===== src/rtl/rx_slot_pkg.sv =====
package rx_slot_pkg;

  // Interrupt source encoding that ties the interrupt to the ready flag
  localparam logic [1:0] IRQ_ON_READY = 2'b00;

  // Strobes from control to datapath
  typedef struct packed {
    logic take;    // deliver the current word
    logic irqEn;   // raise an interrupt with this delivery
    logic ack;     // consumer read acknowledge
  } gateStrb_t;

endpackage


===== src/rtl/rx_slot_ctrl.sv =====
module rx_slot_ctrl
  import rx_slot_pkg::*;
#(
  parameter int MAX_CH = 128,
  parameter int BLK_CH = 16,
  localparam int CNT_W = $clog2(MAX_CH + 1)
) (
  input  logic              clk,
  input  logic              rstN,
  input  logic              frameSync,
  input  logic              wordValid,
  input  logic [CNT_W-1:0]  frameLen,
  input  logic              selMode,
  input  logic              eightPart,
  input  logic [1:0]        irqMode,
  input  logic [MAX_CH-1:0] enMap,
  input  logic              readAck,
  output gateStrb_t         strb
);

  localparam int NUM_BLK = MAX_CH / BLK_CH;
  localparam int BLK_W   = $clog2(BLK_CH);
  localparam int IDX_W   = $clog2(NUM_BLK);
  localparam int CH_W    = $clog2(MAX_CH);

  // Frame-local state
  logic [CNT_W-1:0]  chanCnt;
  logic              inFrame;

  // Configuration captured at frame sync
  logic              cfgSel;
  logic              cfgEight;
  logic [1:0]        cfgIrq;
  logic [CNT_W-1:0]  cfgLen;
  logic [MAX_CH-1:0] cfgMap;

  // Effective values for the current cycle
  logic              curSel;
  logic              curEight;
  logic [1:0]        curIrq;
  logic [CNT_W-1:0]  curLen;
  logic [MAX_CH-1:0] curMap;
  logic [CNT_W-1:0]  curCh;
  logic              active;
  logic              inRange;
  logic [IDX_W-1:0]  blkIdx;
  logic [IDX_W-1:0]  mapIdx;
  logic [BLK_W-1:0]  slotIdx;
  logic              hit;
  logic [BLK_CH-1:0] mapRow [NUM_BLK];

  // A sync in this cycle makes the new configuration apply to a word in the same cycle
  always_comb begin
    curSel   = frameSync ? selMode   : cfgSel;
    curEight = frameSync ? eightPart : cfgEight;
    curIrq   = frameSync ? irqMode   : cfgIrq;
    curLen   = frameSync ? frameLen  : cfgLen;
    curMap   = frameSync ? enMap     : cfgMap;
    curCh    = frameSync ? '0        : chanCnt;
    active   = frameSync | inFrame;
  end

  // Split the map bus into one row per block
  for (genvar k = 0; k < NUM_BLK; k++) begin : gMapRow
    assign mapRow[k] = curMap[k*BLK_CH +: BLK_CH];
  end

  always_comb begin
    blkIdx  = curCh[CH_W-1:BLK_W];
    slotIdx = curCh[BLK_W-1:0];
    mapIdx  = curEight ? blkIdx : IDX_W'(blkIdx[0]);
    hit     = mapRow[mapIdx][slotIdx];
    inRange = (curCh < curLen) && (curCh < CNT_W'(MAX_CH));
  end

  always_comb begin
    strb.take  = wordValid && active && inRange && (!curSel || hit);
    strb.irqEn = (curIrq == IRQ_ON_READY);
    strb.ack   = readAck;
  end

  always_ff @(posedge clk or negedge rstN) begin
    if (!rstN) begin
      chanCnt  <= '0;
      inFrame  <= 1'b0;
      cfgSel   <= 1'b0;
      cfgEight <= 1'b0;
      cfgIrq   <= 2'b00;
      cfgLen   <= '0;
      cfgMap   <= '0;
    end else if (frameSync) begin
      inFrame  <= 1'b1;
      chanCnt  <= wordValid ? CNT_W'(1) : '0;
      cfgSel   <= selMode;
      cfgEight <= eightPart;
      cfgIrq   <= irqMode;
      cfgLen   <= frameLen;
      cfgMap   <= enMap;
    end else if (wordValid && inFrame && (chanCnt < CNT_W'(MAX_CH))) begin
      chanCnt <= chanCnt + CNT_W'(1);
    end
  end

endmodule


===== src/rtl/rx_slot_dp.sv =====
module rx_slot_dp
  import rx_slot_pkg::*;
#(
  parameter int WORD_W = 16
) (
  input  logic              clk,
  input  logic              rstN,
  input  gateStrb_t         strb,
  input  logic [WORD_W-1:0] wordIn,
  output logic [WORD_W-1:0] dataOut,
  output logic              rdyFlag,
  output logic              dmaReq,
  output logic              irqOut
);

  always_ff @(posedge clk or negedge rstN) begin
    if (!rstN) begin
      dataOut <= '0;
      rdyFlag <= 1'b0;
      dmaReq  <= 1'b0;
      irqOut  <= 1'b0;
    end else begin
      if (strb.take) dataOut <= wordIn;
      if (strb.take)     rdyFlag <= 1'b1;
      else if (strb.ack) rdyFlag <= 1'b0;
      dmaReq <= strb.take;
      irqOut <= strb.take && strb.irqEn;
    end
  end

endmodule


===== src/rtl/rx_slot_gate.sv =====
module rx_slot_gate
  import rx_slot_pkg::*;
#(
  parameter int WORD_W = 16,
  parameter int MAX_CH = 128,
  parameter int BLK_CH = 16,
  localparam int CNT_W = $clog2(MAX_CH + 1)
) (
  input  logic              clk,
  input  logic              rstN,
  input  logic              frameSync,
  input  logic              wordValid,
  input  logic [WORD_W-1:0] wordIn,
  input  logic [CNT_W-1:0]  frameLen,
  input  logic              selMode,
  input  logic              eightPart,
  input  logic [1:0]        irqMode,
  input  logic [MAX_CH-1:0] enMap,
  input  logic              readAck,
  output logic [WORD_W-1:0] dataOut,
  output logic              rdyFlag,
  output logic              dmaReq,
  output logic              irqOut
);

  gateStrb_t strb;

  rx_slot_ctrl #(.MAX_CH(MAX_CH), .BLK_CH(BLK_CH)) u_ctrl (
    .clk(clk), .rstN(rstN), .frameSync(frameSync), .wordValid(wordValid),
    .frameLen(frameLen), .selMode(selMode), .eightPart(eightPart),
    .irqMode(irqMode), .enMap(enMap), .readAck(readAck), .strb(strb)
  );

  rx_slot_dp #(.WORD_W(WORD_W)) u_dp (
    .clk(clk), .rstN(rstN), .strb(strb), .wordIn(wordIn),
    .dataOut(dataOut), .rdyFlag(rdyFlag), .dmaReq(dmaReq), .irqOut(irqOut)
  );

endmodule


===== config.mk =====
export PLATFORM = sky130hd
export DESIGN_NAME = rx_slot_gate
export DESIGN_NICKNAME = d
export VERILOG_FILES = /design/src/rtl/rx_slot_pkg.sv /design/src/rtl/rx_slot_ctrl.sv /design/src/rtl/rx_slot_dp.sv /design/src/rtl/rx_slot_gate.sv
export SDC_FILE = /design/constraint.sdc
export NUM_CORES = 1
export LEC_CHECK = 0
export BUFFER_PORTS_ARGS = -buffer_cell sky130_fd_sc_hd__clkbuf_2
export CAP_MARGIN = 30
export CORE_ASPECT_RATIO = 0.5
export CORE_MARGIN = 3
export CORE_UTILIZATION = 49
export CTS_CLUSTER_SIZE = 16
export DETAILED_ROUTE_END_ITERATION = 10
export PLACE_DENSITY = 0.85
export SYNTH_ARGS = -nofsm -noshare
export SYNTH_HDL_FRONTEND = slang
export SYNTH_HIERARCHICAL = 1
export SYNTH_SLANG_ARGS = --single-unit

===== constraint.sdc =====
create_clock -name clk -period 2.5 [get_ports clk]
set_input_delay 0.25 -clock clk [delete_from_list [all_inputs] [get_ports clk]]
set_output_delay 0.25 -clock clk [all_outputs]
set_load 0.03 [all_outputs]

==> flow_metrics.env, run 1 <==
export IMPL_first_global_vias=6042
export IMPL_initial_core_util_pct=52.00
export IMPL_worst_slew_pin_slew_ns=0.6599
export IMPL_yosysSeqAreaShare_pct=53.72
export IMPL_place_inst=993
export IMPL_root_buffer="clkbuf_16"
export IMPL_critPathLaunchType="flip-flop"
export IMPL_rsz0062_at_grt="true"
export IMPL_syn_area_per_cell_um2=13.47
export IMPL_violations="negative setup slack"
export IMPL_final_nets=994
export IMPL_synth_edf_count=0
export IMPL_globalRouteMet3Util_pct=7.470
export IMPL_min_period_ns=2.926
export IMPL_synth_net_count=750
export IMPL_drt_iter0_markers=430
export IMPL_dr_total_vias=5849
export IMPL_cts_tree="built"
export IMPL_pin_count=180
export IMPL_crit_buf_inv=4
export IMPL_p_leak_nw=4.871
export IMPL_crit_type="flip-flop to flip-flop"
export IMPL_grt_busiest_layer="met2"
export IMPL_htree_num_levels=4
export IMPL_final_common_cell="clkbuf_2"
export IMPL_synthTopCellsByArea="dfrtp_1, mux2_2, mux4_2"
export IMPL_ir_worst_vdd_v=0.0004501
export IMPL_rows=31
export IMPL_syn_area_um2=7826
export IMPL_synthArstFlopShare_pct=100.0
export IMPL_skew_ns=0.008713
export IMPL_design_area_um2=10230
export IMPL_routabilityCongestion=0.9517
export IMPL_crit_required_ns=2.81
export IMPL_setup_viol=19
export IMPL_via_per_inst=5.646
export IMPL_critPathSlowestCell="dfrtp_1"
export IMPL_cts_sinks=168
export IMPL_routedWlPerCell_um=20.37
export IMPL_die_area_um2=17620
export IMPL_grt_max_degree=72
export IMPL_finalSetupTns_ns=-6.887
export IMPL_crit_fanout=8
export IMPL_layout_common_cells="clkbuf_2, dfrtp_1, mux2_2"
export IMPL_drtPass1Iterations=5
export IMPL_status="finished, violations left"
export IMPL_syn_inst=581
export IMPL_slew_headroom_pct=56.01
export IMPL_grt_util_met2_pct=38.63
export IMPL_fin_crit_sh_pct=117.0
export IMPL_drtAntennaViolNets=0
export IMPL_cp_common_cell="o21ai_1"
export IMPL_fillers=1009
export IMPL_overflow=0
export IMPL_maxCapViolCount=0
export IMPL_io_buffers=179
export IMPL_max_stage_delay_ns=0.43
export IMPL_min_path_type="input pin to flip-flop"
export IMPL_flow_area_growth_from_synthesis_pct=30.78
export IMPL_finalHoldViolations=0
export IMPL_die_h_um=95.37
export IMPL_grt_pass1_wl_um=31220
export IMPL_met1_usage_pct=29.85
export IMPL_die_w_um=184.7
export IMPL_yosysTopAreaCell="dfrtp_1"
export IMPL_grt_antenna_before_repair=0
export IMPL_endpoint_kind="flip-flop"
export IMPL_path_cells="nand3b_1 -> buf_4 -> buf_8 -> buf_6 -> o21ai_1 -> o21ai_1 -> a21o_1 -> o2111ai_2 -> a221oi_2 -> a211oi_2 -> nor2_4 -> clkbuf_16 -> mux2_2"
export IMPL_synth_top_area_share_pct=53.72
export IMPL_clockBufferDepth=2
export IMPL_drcViolationCount=0
export IMPL_synth_cell_types=57
export IMPL_final_layout_size_suffix_gt1_share_pct=57.88
export IMPL_clk_pin_slew_ns=0.07
export IMPL_ys_flop_type="dfrtp_1"
export IMPL_cts_buffers=17
export IMPL_synth_warnings=6
export IMPL_final_cells=1036
export IMPL_p_per_area_nw_per_um2=682.6
export IMPL_insertion_delay_ns=0.42
export IMPL_slew_violations=0
export IMPL_placed_area_um2=9394
export IMPL_grtUsageTotal_pct=23.27
export IMPL_crit_family="compound AO/OA/AOI/OAI gates"
export IMPL_hold_ws_ns=0.03760
export IMPL_setup_slack_ns=-0.4259
export IMPL_hpwl_um=14940
export IMPL_antenna_cells=0
export IMPL_coreArea_um2=15050
export IMPL_ys_seq_elements=168
export IMPL_drt_wl_total_um=21100
export IMPL_cp_arrival_ns=3.24
export IMPL_max_freq_mhz=341.8
-- logic make-up after synthesis --
group | Yosys count | synth area share, %
simple gates | 87 | 5.755
xor+xnor | 6 | 0.6715
mux | 188 | 29.02
buf+inv | 52 | 3.565
flops | 168 | 53.72
compound gates | 72 | 5.995
fa+ha+maj | 8 | 1.279
-- layout make-up --
cell class	instances	area (µm²)	share of cell area [%]
sequential	168	4204	41.08
clock buffer	17	425.4	4.156
clock inverter	15	176.4	1.724
multi-input combinational	361	3442	33.63
inverter	14	52.55	0.5134
timing repair buffer	263	1687	16.48
tap	198	247.7	2.421
-- state kept, by name, indices dropped and copies added, names as in the netlist --
register         count
u_ctrl/cfgMap      128
u_dp/dataOut        16
u_ctrl/cfgLen        8
u_ctrl/chanCnt       8
u_ctrl/cfgIrq        2
u_ctrl/cfgEight      1
u_ctrl/cfgSel        1
u_ctrl/inFrame       1
u_dp/dmaReq          1
u_dp/irqOut          1
u_dp/rdyFlag         1
-- power breakdown --
group | total (W) | internal (W) | switching, W
sequential | 0.00315 | 0.00300 | 0.000149
combinational | 0.00116 | 0.000600 | 0.000565
clock | 0.00267 | 0.00144 | 0.00123
-- synthesized netlist by cell type, drive strengths merged (3+ instances only) --
master	instances
dfrtp	168
mux2	158
buf	31
nor2	24
o21ai	21
mux2i	18
nand2	15
inv	14
a21oi	12
mux4	12
nand2b	12
nand3	9
ha	8
clkbuf	7
o211ai	7
nand4	5
xor2	5
a31oi	4
nor2b	4
a211oi	3
a21o	3
and2	3
nor4	3
o2111ai	3
o21a	3
-- through the flow --
stage | setup WS, ns | power, W | util, %
2_1_floorplan | -0.4434 | 0.003837 | -
3_3_place_gp | -0.3470 | 0.004234 | 62.42
3_5_place_dp | -0.3911 | 0.004289 | 62.42
4_1_cts | -0.2479 | 0.006962 | 66.59
5_1_grt | -0.4586 | 0.007246 | 68.01
6_report | -0.4259 | 0.006986 | 68.01
-- metal layers --
| layer | routed length, µm | vias to the layer above | part of all wire [%] |
|---|---|---|---|
| li1 | - | 2592 | - |
| met1 | 8476 | 2918 | 40 |
| met2 | 10300 | 310 | 49 |
| met3 | 2049 | 29 | 9.7 |
| met4 | 277 | 0 | 1.3 |
| met5 | 0 | - | 0 |
-- worst min-delay path, delay by kind of cell --
| kind | cells | cell delay [ns] |
|---|---|---|
| AOI/OAI and AO/OA | 1 | 0.06 |
| buffers and inverters | 1 | 0.07 |
| and+or+nand+nor | 1 | 0.05 |
-- path summary, 6_finish.rpt --
path | slack (ns) | from | cells past startpoint | endpoint
hold reg to reg | 0.50 | u_ctrl/cfgMap[8]$_DFF_PN0_ | 1 | u_ctrl/cfgMap[8]$_DFF_PN0_
hold / removal | 0.04 | enMap[102] | 3 | u_ctrl/cfgMap[102]$_DFF_PN0_
setup reg to reg | -0.43 | u_ctrl/cfgEight$_DFF_PN0_ | 13 | u_dp/dataOut[3]$_DFFE_PN0P_
setup / recovery | -0.43 | u_ctrl/cfgEight$_DFF_PN0_ | 13 | u_dp/dataOut[3]$_DFFE_PN0P_
max in group asynchronous | 1.35 | rstN | 3 | u_ctrl/chanCnt[5]$_DFFE_PN0P_
min in group asynchronous | 0.41 | rstN | 2 | u_ctrl/cfgMap[78]$_DFF_PN0_
-- timing repair --
action,CTS,global route
gates cloned,0,2
hold buffers,1,0
hold endpoints to repair,69,0
setup endpoints to repair,18,19
buffers inserted,0,8
resized for setup,5,28
pin swaps,2,12
(Power assumes the default switching activity.)
==> run 2: changes to the inputs <==
CTS_CLUSTER_SIZE = not set   (was 16)
GPL_TIMING_DRIVEN = 0   (was not set)
SETUP_SLACK_MARGIN = 0.1   (was not set)
==> flow_metrics.env, run 2 (same netlist as run 1, synthesis figures left out) <==
export IMPL_overflow=0
export IMPL_max_freq_mhz=327.9
export IMPL_clk_pin_slew_ns=0.07
export IMPL_top_regs="u_ctrl/cfgMap x128, u_dp/dataOut x16"
export IMPL_via_per_inst=5.994
export IMPL_drtPass1Iterations=6
export IMPL_critPathSlowestCell="dfrtp_1"
export IMPL_flow_area_growth_from_synthesis_pct=29.64
export IMPL_rsz0062_at_grt="true"
export IMPL_slew_headroom_pct=39.29
export IMPL_crit_fanout=6
export IMPL_placed_area_um2=9046
export IMPL_dr_total_vias=6084
export IMPL_grt_antenna_before_repair=0
export IMPL_design_area_um2=10150
export IMPL_cp_arrival_ns=3.35
export IMPL_largest_reg_flops=128
export IMPL_hpwl_um=15400
export IMPL_cts_sinks=168
export IMPL_setup_slack_ns=-0.5496
export IMPL_endpoint_kind="flip-flop"
export IMPL_die_area_um2=17620
export IMPL_final_nets=973
export IMPL_drtAntennaViolNets=0
export IMPL_worst_slew_pin_slew_ns=0.9106
export IMPL_min_path_type="input pin to flip-flop"
export IMPL_first_global_vias=6544
export IMPL_violations="negative setup slack"
export IMPL_skew_ns=0.008848
export IMPL_crit_type="flip-flop to flip-flop"
export IMPL_place_inst=958
export IMPL_final_layout_size_suffix_gt1_share_pct=56.30
export IMPL_grt_pass1_wl_um=35320
export IMPL_routedWlPerCell_um=22.50
export IMPL_htree_num_levels=4
export IMPL_clockBufferDepth=2
export IMPL_layout_common_cells="clkbuf_2, dfrtp_1, mux2_2"
export IMPL_drt_wl_total_um=22840
export IMPL_fin_crit_sh_pct=122.0
export IMPL_die_w_um=184.7
export IMPL_p_leak_nw=4.762
export IMPL_grt_max_degree=89
export IMPL_insertion_delay_ns=0.42
export IMPL_top_register="u_ctrl/cfgMap"
export IMPL_final_common_cell="clkbuf_2"
export IMPL_rows=31
export IMPL_ir_worst_vdd_v=0.0004682
export IMPL_critPathLaunchType="flip-flop"
export IMPL_finalHoldViolations=0
export IMPL_cp_common_cell="buf_6"
export IMPL_grtUsageTotal_pct=26.52
export IMPL_coreArea_um2=15050
export IMPL_slew_violations=0
export IMPL_routabilityCongestion=0.9616
export IMPL_cts_tree="built"
export IMPL_maxCapViolCount=0
export IMPL_path_cells="nand3b_1 -> buf_6 -> buf_8 -> buf_12 -> buf_6 -> mux2i_2 -> o211a_1 -> nor2_2 -> o31ai_2 -> a221oi_2 -> a211oi_2 -> nor2_4 -> buf_6 -> buf_12 -> mux2_4"
export IMPL_drcViolationCount=0
export IMPL_min_period_ns=3.050
export IMPL_setup_viol=18
export IMPL_final_cells=1015
export IMPL_cts_buffers=17
export IMPL_p_per_area_nw_per_um2=690.1
export IMPL_root_buffer="clkbuf_16"
export IMPL_max_stage_delay_ns=0.45
export IMPL_drt_iter0_markers=576
export IMPL_die_h_um=95.37
export IMPL_antenna_cells=0
export IMPL_initial_core_util_pct=52.00
export IMPL_pin_count=180
export IMPL_status="finished, violations left"
export IMPL_io_buffers=178
export IMPL_crit_required_ns=2.80
run 2: worst max-delay path: cells and delay by family (launching register included):
family,cells,cell delay (ns)
muxes,2,0.48
DFF,1,0.45
buffers and inverters,6,0.81
and+or+nand+nor,3,0.28
AOI/OAI and AO/OA,4,0.90
run 2: through the flow:
step / TNS, ns / util [%] / hold slack, ns / power, W / setup WS [ns]
6_report: -9.410 / 67.42 / 0.05942 / 0.007002 / -0.5496
5_1_grt: -10.36 / 67.42 / 0.05404 / 0.007240 / -0.5991
4_1_cts: -6.318 / 67.37 / 0.04819 / 0.006991 / -0.3804
3_5_place_dp: -24.18 / 60.11 / 0.3666 / 0.004266 / -1.392
3_3_place_gp: -307.40 / 59.87 / 0.4714 / 0.004207 / -1.713
2_1_floorplan: -6.709 / - / -0.04559 / 0.003837 / -0.4434
run 2: layout make-up:
| type | count | area, µm² |
|---|---|---|
| plain buffers | 38 | 367.9 |
| well taps | 198 | 247.7 |
| clock buffers | 22 | 474.2 |
| inverters | 14 | 56.30 |
| fillers | 992 | 4903 |
| multi-input cells | 361 | 3482 |
| clock inverters | 10 | 118.9 |
| repair buffers | 204 | 1191 |
| flip-flops and latches | 168 | 4208 |
run 2: repair_timing:
action | 4_1_cts | 5_1_grt
cloned | 2 | 0
hold buffers | 1 | 0
endpoints found under the setup margin | 19 | 19
gates resized for setup | 79 | 0
buffers inserted | 21 | 1
hold endpoints to repair | 87 | 0
pin swaps | 14 | 5
run 2: worst paths after layout:
check / depth (start not counted) / slack, ns / endpoint / start
max: 15 / -0.55 / u_dp/dataOut[8]$_DFFE_PN0P_ / u_ctrl/chanCnt[5]$_DFFE_PN0P_
min: 2 / 0.06 / u_ctrl/cfgMap[23]$_DFF_PN0_ / enMap[23]
max reg2reg: 15 / -0.55 / u_dp/dataOut[8]$_DFFE_PN0P_ / u_ctrl/chanCnt[5]$_DFFE_PN0P_
min reg2reg: 2 / 0.49 / u_ctrl/cfgLen[4]$_DFF_PN0_ / u_ctrl/cfgLen[4]$_DFF_PN0_
max in group asynchronous: 3 / 1.21 / u_ctrl/cfgEight$_DFF_PN0_ / rstN
min in group asynchronous: 2 / 0.45 / u_ctrl/cfgMap[108]$_DFF_PN0_ / rstN
run 2: power by group:
group          internal, W  switching [W]
Sequential         0.00301       0.000154
Combinational     0.000606       0.000585
Clock              0.00156        0.00109
Total              0.00517        0.00183
run 2: per-layer routing:
metal | track usage (%) | part of all wire [%]
met1 | 34.30 | 39
met2 | 42.74 | 46
met3 | 7.088 | 11
met4 | 11.67 | 3.9
met5 | 0 | 0
